[src/rtl/sdseq_pkg.sv]
package sdseq_pkg;
  typedef enum logic [2:0] {
    MODE_NORMAL = 3'd0,
    MODE_CKE_ON = 3'd1,
    MODE_PALL   = 3'd2,
    MODE_AREF   = 3'd3,
    MODE_LMR    = 3'd4,
    MODE_SELF   = 3'd5,
    MODE_PDOWN  = 3'd6,
    MODE_RSVD   = 3'd7
  } mode_e;

  // {ras_n, cas_n, we_n}
  typedef enum logic [2:0] {
    PIN_LMR  = 3'b000,
    PIN_AREF = 3'b001,
    PIN_PALL = 3'b010,
    PIN_NOP  = 3'b111
  } pin_e;

  typedef enum logic [1:0] {
    ST_IDLE  = 2'd0,
    ST_ISSUE = 2'd1,
    ST_WAIT  = 2'd2
  } state_e;
endpackage

[src/rtl/sdseq_decode.sv]
module sdseq_decode
  import sdseq_pkg::*;
#(
  parameter int ADDR_W = 13,
  parameter int TF_W   = 4,
  parameter int RC_W   = 4
) (
  input  logic [31:0]       cmd_word,
  input  logic [31:0]       timing_word,
  output mode_e             mode,
  output logic [1:0]        tgt,
  output logic [RC_W-1:0]   rcount,
  output logic [ADDR_W-1:0] mval,
  output logic [TF_W-1:0]   t_rc,
  output logic [TF_W-1:0]   t_rp,
  output logic [TF_W-1:0]   t_mrd
);
  localparam int MODE_LSB = 9;
  localparam int RC_LSB   = 5;

  always_comb begin
    mode   = mode_e'(cmd_word[2:0]);
    tgt    = {cmd_word[3], cmd_word[4]};
    rcount = cmd_word[RC_LSB +: RC_W];
    mval   = cmd_word[MODE_LSB +: ADDR_W];
    t_mrd  = timing_word[0  +: TF_W];
    t_rc   = timing_word[12 +: TF_W];
    t_rp   = timing_word[20 +: TF_W];
  end
endmodule

[src/rtl/sdseq_timer.sv]
module sdseq_timer #(
  parameter int W = 4
) (
  input  logic         clk,
  input  logic         rst_n,
  input  logic         load,
  input  logic [W-1:0] load_val,
  input  logic         run,
  output logic         zero
);
  logic [W-1:0] cnt_q, cnt_d;
  logic         cnt_en;

  always_comb begin
    cnt_en = load || (run && (cnt_q != '0));
    cnt_d  = load ? load_val : cnt_q - 1'b1;
  end

  always_ff @(posedge clk or negedge rst_n) begin
    if (!rst_n)      cnt_q <= '0;
    else if (cnt_en) cnt_q <= cnt_d;
  end

  assign zero = (cnt_q == '0);
endmodule

[src/rtl/sdseq_pins.sv]
module sdseq_pins
  import sdseq_pkg::*;
#(
  parameter int ADDR_W = 13,
  parameter int AP_BIT = 10
) (
  input  logic              clk,
  input  logic              rst_n,
  input  logic              drive,
  input  mode_e             mode,
  input  logic [1:0]        tgt,
  input  logic [ADDR_W-1:0] mval,
  output logic [1:0]        cke,
  output logic [1:0]        cs_n,
  output logic [2:0]        pins,
  output logic [ADDR_W-1:0] addr
);
  logic [1:0]        cke_d, cs_n_d;
  logic [2:0]        pins_d;
  logic [ADDR_W-1:0] addr_d;

  always_comb begin
    cke_d  = cke;
    cs_n_d = 2'b11;
    pins_d = PIN_NOP;
    addr_d = '0;
    if (drive) begin
      unique case (mode)
        MODE_PALL: begin
          cs_n_d = ~tgt; pins_d = PIN_PALL; addr_d[AP_BIT] = 1'b1;
        end
        MODE_AREF: begin cs_n_d = ~tgt; pins_d = PIN_AREF; end
        MODE_LMR:  begin cs_n_d = ~tgt; pins_d = PIN_LMR; addr_d = mval; end
        MODE_CKE_ON:            cke_d = cke | tgt;
        MODE_SELF, MODE_PDOWN:  cke_d = cke & ~tgt;
        default: ;
      endcase
    end
  end

  always_ff @(posedge clk or negedge rst_n) begin
    if (!rst_n) begin
      cke  <= 2'b00;
      cs_n <= 2'b11;
      pins <= PIN_NOP;
      addr <= '0;
    end else begin
      if (drive) cke <= cke_d;
      cs_n <= cs_n_d;
      pins <= pins_d;
      addr <= addr_d;
    end
  end
endmodule

[src/rtl/sdram_cmd_seq.sv]
module sdram_cmd_seq
  import sdseq_pkg::*;
#(
  parameter int ADDR_W = 13,
  parameter int TF_W   = 4,
  parameter int RC_W   = 4
) (
  input  logic              clk,
  input  logic              rst_n,
  input  logic              cmd_wr,
  input  logic [31:0]       cmd_word,
  input  logic [31:0]       timing_word,
  output logic [7:0]        status,
  output logic [1:0]        sd_cke,
  output logic [1:0]        sd_cs_n,
  output logic              sd_ras_n,
  output logic              sd_cas_n,
  output logic              sd_we_n,
  output logic [ADDR_W-1:0] sd_addr
);
  localparam int BUSY_BIT = 5;

  mode_e             dec_mode, mode_q;
  logic [1:0]        dec_tgt, tgt_q;
  logic [RC_W-1:0]   dec_rc, rleft_q;
  logic [ADDR_W-1:0] dec_mval, mval_q;
  logic [TF_W-1:0]   dec_trc, dec_trp, dec_tmrd, trc_q, trp_q, tmrd_q;
  state_e            state_q, state_d;
  logic              accept, t_zero, t_load, rleft_dec, drive;
  logic [TF_W-1:0]   t_val;
  logic [2:0]        pins;

  sdseq_decode #(.ADDR_W(ADDR_W), .TF_W(TF_W), .RC_W(RC_W)) u_dec (
    .cmd_word(cmd_word), .timing_word(timing_word),
    .mode(dec_mode), .tgt(dec_tgt), .rcount(dec_rc), .mval(dec_mval),
    .t_rc(dec_trc), .t_rp(dec_trp), .t_mrd(dec_tmrd)
  );

  assign accept = cmd_wr && (state_q == ST_IDLE);
  assign drive  = (state_q == ST_ISSUE);

  always_comb begin
    state_d   = state_q;
    t_load    = 1'b0;
    rleft_dec = 1'b0;
    t_val     = trp_q;
    unique case (mode_q)
      MODE_AREF: t_val = trc_q;
      MODE_LMR:  t_val = tmrd_q;
      default:   t_val = trp_q;
    endcase
    unique case (state_q)
      ST_IDLE:
        if (accept && (dec_tgt != 2'b00)) state_d = ST_ISSUE;
      ST_ISSUE: begin
        if (mode_q inside {MODE_PALL, MODE_AREF, MODE_LMR}) begin
          state_d = ST_WAIT;
          t_load  = 1'b1;
        end else begin
          state_d = ST_IDLE;
        end
      end
      ST_WAIT:
        if (t_zero) begin
          if ((mode_q == MODE_AREF) && (rleft_q != '0)) begin
            state_d   = ST_ISSUE;
            rleft_dec = 1'b1;
          end else begin
            state_d = ST_IDLE;
          end
        end
      default: state_d = ST_IDLE;
    endcase
  end

  always_ff @(posedge clk or negedge rst_n) begin
    if (!rst_n) state_q <= ST_IDLE;
    else        state_q <= state_d;
  end

  always_ff @(posedge clk or negedge rst_n) begin
    if (!rst_n) begin
      mode_q <= MODE_NORMAL;
      tgt_q  <= '0;
      mval_q <= '0;
      trc_q  <= '0;
      trp_q  <= '0;
      tmrd_q <= '0;
    end else if (accept) begin
      mode_q <= dec_mode;
      tgt_q  <= dec_tgt;
      mval_q <= dec_mval;
      trc_q  <= dec_trc;
      trp_q  <= dec_trp;
      tmrd_q <= dec_tmrd;
    end
  end

  always_ff @(posedge clk or negedge rst_n) begin
    if (!rst_n)         rleft_q <= '0;
    else if (accept)    rleft_q <= dec_rc;
    else if (rleft_dec) rleft_q <= rleft_q - 1'b1;
  end

  sdseq_timer #(.W(TF_W)) u_tmr (
    .clk(clk), .rst_n(rst_n), .load(t_load), .load_val(t_val),
    .run(state_q == ST_WAIT), .zero(t_zero)
  );

  sdseq_pins #(.ADDR_W(ADDR_W), .AP_BIT(10)) u_pins (
    .clk(clk), .rst_n(rst_n), .drive(drive), .mode(mode_q), .tgt(tgt_q),
    .mval(mval_q), .cke(sd_cke), .cs_n(sd_cs_n), .pins(pins), .addr(sd_addr)
  );

  assign {sd_ras_n, sd_cas_n, sd_we_n} = pins;

  always_comb begin
    status           = '0;
    status[BUSY_BIT] = (state_q != ST_IDLE);
  end
endmodule

[config.mk]
export PLATFORM = sky130hd
export DESIGN_NAME = sdram_cmd_seq
export DESIGN_NICKNAME = d
export VERILOG_FILES = /design/src/rtl/sdseq_pkg.sv /design/src/rtl/sdseq_decode.sv /design/src/rtl/sdseq_timer.sv /design/src/rtl/sdseq_pins.sv /design/src/rtl/sdram_cmd_seq.sv
export SDC_FILE = /design/constraint.sdc
export NUM_CORES = 1
export LEC_CHECK = 0
export ABC_CLOCK_PERIOD_IN_PS = 2800
export CAP_MARGIN = 40
export CORE_UTILIZATION = 48
export CTS_CLUSTER_DIAMETER = 50
export DETAILED_ROUTE_END_ITERATION = 8
export PLACE_DENSITY = 0.85
export SYNTH_ARGS = -nofsm -noshare
export SYNTH_HDL_FRONTEND = slang
export SYNTH_SLANG_ARGS = --single-unit
[constraint.sdc]
create_clock -name clk -period 2.8 [get_ports clk]
set_clock_uncertainty 0.05 [all_clocks]
set_input_delay 0.84 -clock clk [delete_from_list [all_inputs] [get_ports clk]]
set_output_delay 0.84 -clock clk [all_outputs]
set_load 0.05 [all_outputs]
# Yosys cells after proc, flatten, opt, wreduce, memory -nomap -nowiden
# Cells that the tools add are included.
# W data, S select, Z words.
[totals]
regBits = 60
word_cells = 69
[classes]
add_sub_neg = 2
n_eq_ne = 10
n_mux = 23
bitwise_logic = 3
n_reduce_logical = 18
[op_table]
columns = ["operator", "n"]
rows = [
  ["$mux W13", 1],
  ["$mux W2", 6],
  ["$mux W4", 3],
  ["$mux W10", 1],
  ["$eq A3 B3 Y1 const B", 3],
  ["$pmux W3 S3", 1],
  ["$pmux W4 S2", 1],
  ["$reduce_bool A2 Y1", 4],
  ["$reduce_bool A4 Y1", 2],
  ["$sub A4 B1 Y4 const B", 2],
  ["$eq A3 B2 Y1 const B", 2],
  ["$mux W1", 6],
  ["$pmux W2 S3", 1],
  ["$logic_and A1 B1 Y1", 4],
  ["$logic_not A4 Y1", 1],
  ["$pmux W2 S2", 1],
  ["$reduce_and A2 Y1", 2],
  ["$eq A3 B1 Y1 const B", 1],
  ["$mux W3", 1],
  ["$reduce_bool A3 Y1", 1],
  ["$reduce_or A3 Y1", 1],
  ["$and A2 B2 Y2", 1],
  ["$eq A2 B1 Y1 const B", 1],
  ["$eq A2 B2 Y1 const B", 1],
  ["8 further kinds", 8],
]

# Logic depth before layout (Yosys ltp)
[logic_depth]
ltp_word = 7
depth_mapped = 6
ltp_nobuf = 6

# Cells and area by module
# A second synthesis with hierarchy kept.
[unflattened]
cells_unflattened = 256
hier_area_um2 = 3066.7
[modules_own_cells]
columns = ["mod", "instances", "cells_per_inst", "area_per_inst_um2", "seq_area_each_um2"]
rows = [
  ["sdram_cmd_seq", 1, 138, 1775.5, 900.9],
  ["sdseq_pins", 1, 57, 765.7, 506.7],
  ["sdseq_timer", 1, 27, 270.3, 100.1],
  ["sdseq_decode", 1, 34, 255.2, 0.0],
]

# Worst setup path before layout
# OpenSTA, ideal clock, no wires.
[synth_timing]
kind = "register to register"
startpoint = "register u_tmr.cnt_q[0]"
endpoint = "register rleft_q[1]"
setup_ns = 0.076
t_arrival_ns = 1.714
required_time_ns = 2.674
setup_slack_ns = 0.960
stages_incl_launch_ff = 7
path_buffers = 0
path_cell_list = "dfrtp_1 inv_1 ha_1 or3b_4 nor4_4 mux2_1 o21ai_1"
[synth_between]
elab_chain_cells = 4
[synth_rtl]
columns = ["item", "line_no", "source"]
rows = [
  ["start, declared", "sdseq_timer.sv:11", "logic [W-1:0] cnt_q, cnt_d;"],
  ["start signal, assigned", "sdseq_timer.sv:21", "else if (cnt_en) cnt_q <= cnt_d;"],
  ["$logic_not A4 Y1", "sdseq_timer.sv:24", "assign zero = (cnt_q == '0);"],
  ["$mux W1", "sdram_cmd_seq.sv:64", "if (t_zero) begin"],
  ["$mux W1", "sdram_cmd_seq.sv:52", "unique case (state_q)"],
  ["$reduce_bool A2 Y1 (no source line)", "--", ""],
  ["end signal, assigned", "sdram_cmd_seq.sv:101", "else if (accept) rleft_q <= dec_rc;"],
  ["end signal, assigned", "sdram_cmd_seq.sv:102", "else if (rleft_dec) rleft_q <= rleft_q - 1'b1;"],
  ["end, declared", "sdram_cmd_seq.sv:25", "logic [RC_W-1:0] dec_rc, rleft_q;"],
]
# No other way between the ends.
# A chain may end at the register's enable or synchronous reset.

# Worst setup path after layout
[layout_timing]
startpoint = "register state_q[0]"
endpoint = "output status[5]"
[layout_between]
elab_chain_cells = 1
[layout_rtl]
columns = ["item", "line_no", "source"]
rows = [
  ["start, declared", "sdram_cmd_seq.sv:28", "state_e state_q, state_d;"],
  ["start signal, assigned", "sdram_cmd_seq.sv:78", "else state_q <= state_d;"],
  ["$reduce_bool A2 Y1", "sdram_cmd_seq.sv:119", "status[BUSY_BIT] = (state_q != ST_IDLE);"],
  ["end, declared", "sdram_cmd_seq.sv:13", "output logic [7:0] status,"],
]
# No other way between the ends.

==> metrics.md <==
| Metric | Value |
|---|---|
| Layout area overhead | `31.8%` |
| Post-CTS Setup Bufs | `0` |
| Core area | `5240 um^2` |
| CP Class | `flip-flop to output pin` |
| Startpoint types | `flip-flop` |
| Worst Max-Slew Pin Slew | `0.613 ns` |
| Die width | `76.8 um` |
| Sequential element share of the synthesized area | `56.2%` |
| Iter 0 DRT Violations | `76` |
| Worst skew pair latency | `0.33 ns` |
| Syn Inst Count | `221` |
| Worst path cell trace | `nor2_1 -> inv_1 -> clkdlybuf4s50_1` |
| Crit Path Max Fanout | `5` |
| # nets final | `350` |
| Maximum clock frequency | `386 MHz` |
| Die area | `5900 um^2` |
| Yosys warns | `0` |
| Fin. Hold Viols | `0` |
| Post-synth EDFFs | `0` |
| CP arrival | `1.70 ns` |
| Worst hold path class | `input pin to asynchronous set/reset pin` |
| Final Max Tran Viols | `0` |
| Antenna Nets Post-Route | `0` |
| Fillers | `396` |
| Critical path's top delay family | `buffers and inverters` |
| Top_reg_cell synth | `dfrtp_1` |
| Asr flop ratio synth | `100%` |
| Lkg Pwr | `1.56 nW` |
| Clk buf depth | `2` |
| Drt pass-1 iters | `4` |
| DR DRC count | `0` |
| Status | `completed` |
| Antenna fix cells | `0` |
| Relative slew slack | `59.1%` |
| First-pass GRT wire length | `8.65 mm` |
| Layout cells sized above 1 | `21.3%` |
| Final setup vio count | `0` |
| Post-route setup slack | `0.207 ns` |
| CTS tree | `built` |
| Yosys reg bits | `60` |
| Crit path largest cell delay | `0.69 ns` |
| Bufs and invs on worst path | `2` |
| Clock Root Buffer | `clkbuf_8` |
| GRT overflow | `0` |
| Post-layout min period | `2.59 ns` |
| RSZ-0062 raised after global routing | `false` |
| Die H | `76.8 um` |
| Io pins | `95` |
| R2r startpoint | `mode_q[0]$_DFFE_PN0P_` |
| DP Wirelength | `3.54 mm` |
| Largest net degree at the start of global routing | `50` |
| Post-CTS sizing | `0` |
| Mapped cell area | `2690 um^2` |
| Starting Density | `51.3%` |
| Post-CTS Hold Buffers | `0` |
| Critical Path Sink Type | `output pin` |
| Total global-route track usage | `19.3%` |
| Worst path slowest cell | `clkdlybuf4s50_1` |
| Worst setup path start | `state_q[0]$_DFFE_PN0P_` |
| Worst path required time | `1.91 ns` |
| Synth cell types | `46` |
| # port buffers | `57` |
| Setup TNS after final layout | `0 ns` |
| Initial antenna violation count | `0` |
| Num CTS Buffers | `9` |
| DP Worst Slack | `0.503 ns` |
| Number of global-route vias before repair | `1810` |
| Total Wirelength | `5.13 mm` |
| Peak VDD IR | `0.000659 V` |
| RePlAce Congestion | `0.784` |
| Via/cell ratio | `5.29` |
| Clock Sinks | `60` |
| WL per Instance | `14.4 um` |
| Syn_area_per_cell | `12.1 um^2` |
| Via count | `1882` |
| Tcrit/Tclk final | `92.6%` |
| Max-cap violations | `0` |
| Row cnt | `26` |
| H-tree level count | `3` |
| Pwr/cell area | `1060 nW/um^2` |
| Clk pin slew, worst setup/hold paths | `0.06 ns` |
-- flip-flops by register name (all words and copies together), names as in the netlist, named ones only --
register and flops:
u_pins.pins 3, rleft_q 4, mode_q 3, state_q 2, u_pins.addr 13, tgt_q 2
u_tmr.cnt_q 4, tmrd_q 4, u_pins.cs_n 2, trp_q 4, trc_q 4, mval_q 13
-- worst reg2reg max path: stages (launching register included) --
cell and delay [ns]:
dfrtp_1 0.73, nand3b_1 0.29, nor4_4 0.44, mux2_1 0.36, o21ai_1 0.11
-- where the power goes --
| part | internal, mW | leakage, nW | switching (mW) | total (mW) |
|---|---|---|---|---|
| sequential | 1.21 | 0.728 | 0.287 | 1.50 |
| combinational | 0.657 | 0.706 | 0.708 | 1.37 |
| clock | 0.571 | 0.122 | 0.308 | 0.879 |
| total | 2.44 | 1.56 | 1.30 | 3.74 |
-- cell families (layout without fill, tap and decap cells) --
group / count (synthesis) / count (layout) / synth area share, %
buffers and inverters: 26 / 85 / 5.17
adder cells (fa/ha/maj): 2 / 2 / 0.932
XOR/XNOR: 3 / 3 / 0.979
other: 1 / 7 / 0.140
flip-flops: 60 / 60 / 56.2
AND/OR/NAND/NOR: 60 / 60 / 13.7
multiplexers: 33 / 33 / 13.7
AO/OA/AOI/OAI: 36 / 36 / 9.18
-- layer usage --
metal	GRT usage, %	part of all wire (%)
met1	23.1	41
met2	32.6	53
met3	5.95	4.7
met4	6.92	1.4
met5	0	0
-- synthesized netlist by cell type (2+ instances only) --
| cell | number | area share [%] |
|---|---|---|
| nor2_1 | 9 | 1.3 |
| buf_2 | 6 | 1.1 |
| inv_1 | 9 | 1.3 |
| dfstp_2 | 5 | 4.9 |
| nor3_1 | 5 | 0.93 |
| a21oi_1 | 8 | 1.5 |
| a221oi_1 | 2 | 0.65 |
| a2111oi_0 | 2 | 0.65 |
| clkbuf_1 | 3 | 0.42 |
| a21bo_1 | 2 | 0.75 |
| dfrtp_1 | 55 | 51 |
| ha_1 | 2 | 0.93 |
| nand3b_1 | 5 | 1.4 |
| mux2i_1 | 2 | 0.75 |
| mux2_1 | 2 | 0.84 |
| xnor2_1 | 3 | 0.98 |
| and3_1 | 13 | 3.0 |
| nand2_1 | 9 | 1.3 |
| a31oi_1 | 4 | 0.93 |
| and2b_1 | 2 | 0.56 |
| o21ai_1 | 2 | 0.37 |
| buf_4 | 7 | 2.0 |
| nand2b_1 | 4 | 0.93 |
| nor2b_1 | 3 | 0.70 |
| a22oi_1 | 2 | 0.56 |
| o21ai_0 | 6 | 1.1 |
| mux2_2 | 29 | 12 |
| a211oi_1 | 2 | 0.56 |
-- final timing paths --
path                                                  to  slack (ns)  cells past startpoint
worst max-delay path                           status[5]        0.21                      3
worst min-delay path               mval_q[4]$_DFFE_PN0P_        0.33                      1
worst max register to register    rleft_q[1]$_DFFE_PN0P_        0.76                      4
worst min register to register  u_pins.cs_n[0]$_DFF_PN1_        0.42                      1
max in group asynchronous       u_pins.cs_n[1]$_DFF_PN1_        1.78                      2
min in group clk                u_pins.cs_n[0]$_DFF_PN1_        0.42                      1
-- through the flow --
stage	std cells	cell area, um^2	power, mW	hold slack, ns	utilization, %
final	356	3540	3.74	0.333	67.6
after global routing	356	3540	3.98	0.335	67.6
after CTS	356	3540	3.77	0.328	67.6
after detailed placement	340	3300	2.88	0.394	63.1
after global placement	340	3300	2.80	0.381	63.1
after floorplan	227	2710	2.50	0.357	-
-- layout make-up --
class	instances	area (um^2)	area share [%]
Clock buffer	12	165	4.67
Timing Repair Buffer	60	613	17.3
Clock inverter	4	70.1	1.98
Tap cell	70	87.6	2.48
Sequential cell	60	1510	42.6
Inverter	9	33.8	0.955
Multi-Input combinational cell	141	1060	30.0
-- placed cells by master, fill, tap and decap left out, types with 2 or more instances in the layout --
cell	n
clkbuf_8	12
a31oi_1	4
a211oi_1	2
dfrtp_1	55
a2111oi_0	2
a22oi_1	2
nand3b_1	5
dfstp_2	5
bufinv_16	2
o21ai_0	6
nor2_1	9
o21ai_1	2
xnor2_1	3
nand2_1	9
inv_1	9
nor3_1	5
and3_1	13
mux2_1	2
and2b_1	2
clkdlybuf4s50_1	56
mux2i_1	2
a21oi_1	8
a221oi_1	2
nand2b_1	4
a21bo_1	2
mux2_2	29
ha_1	2
conb_1	7
buf_12	2
nor2b_1	3
clkinv_2	2
(Power assumes the default switching activity.)
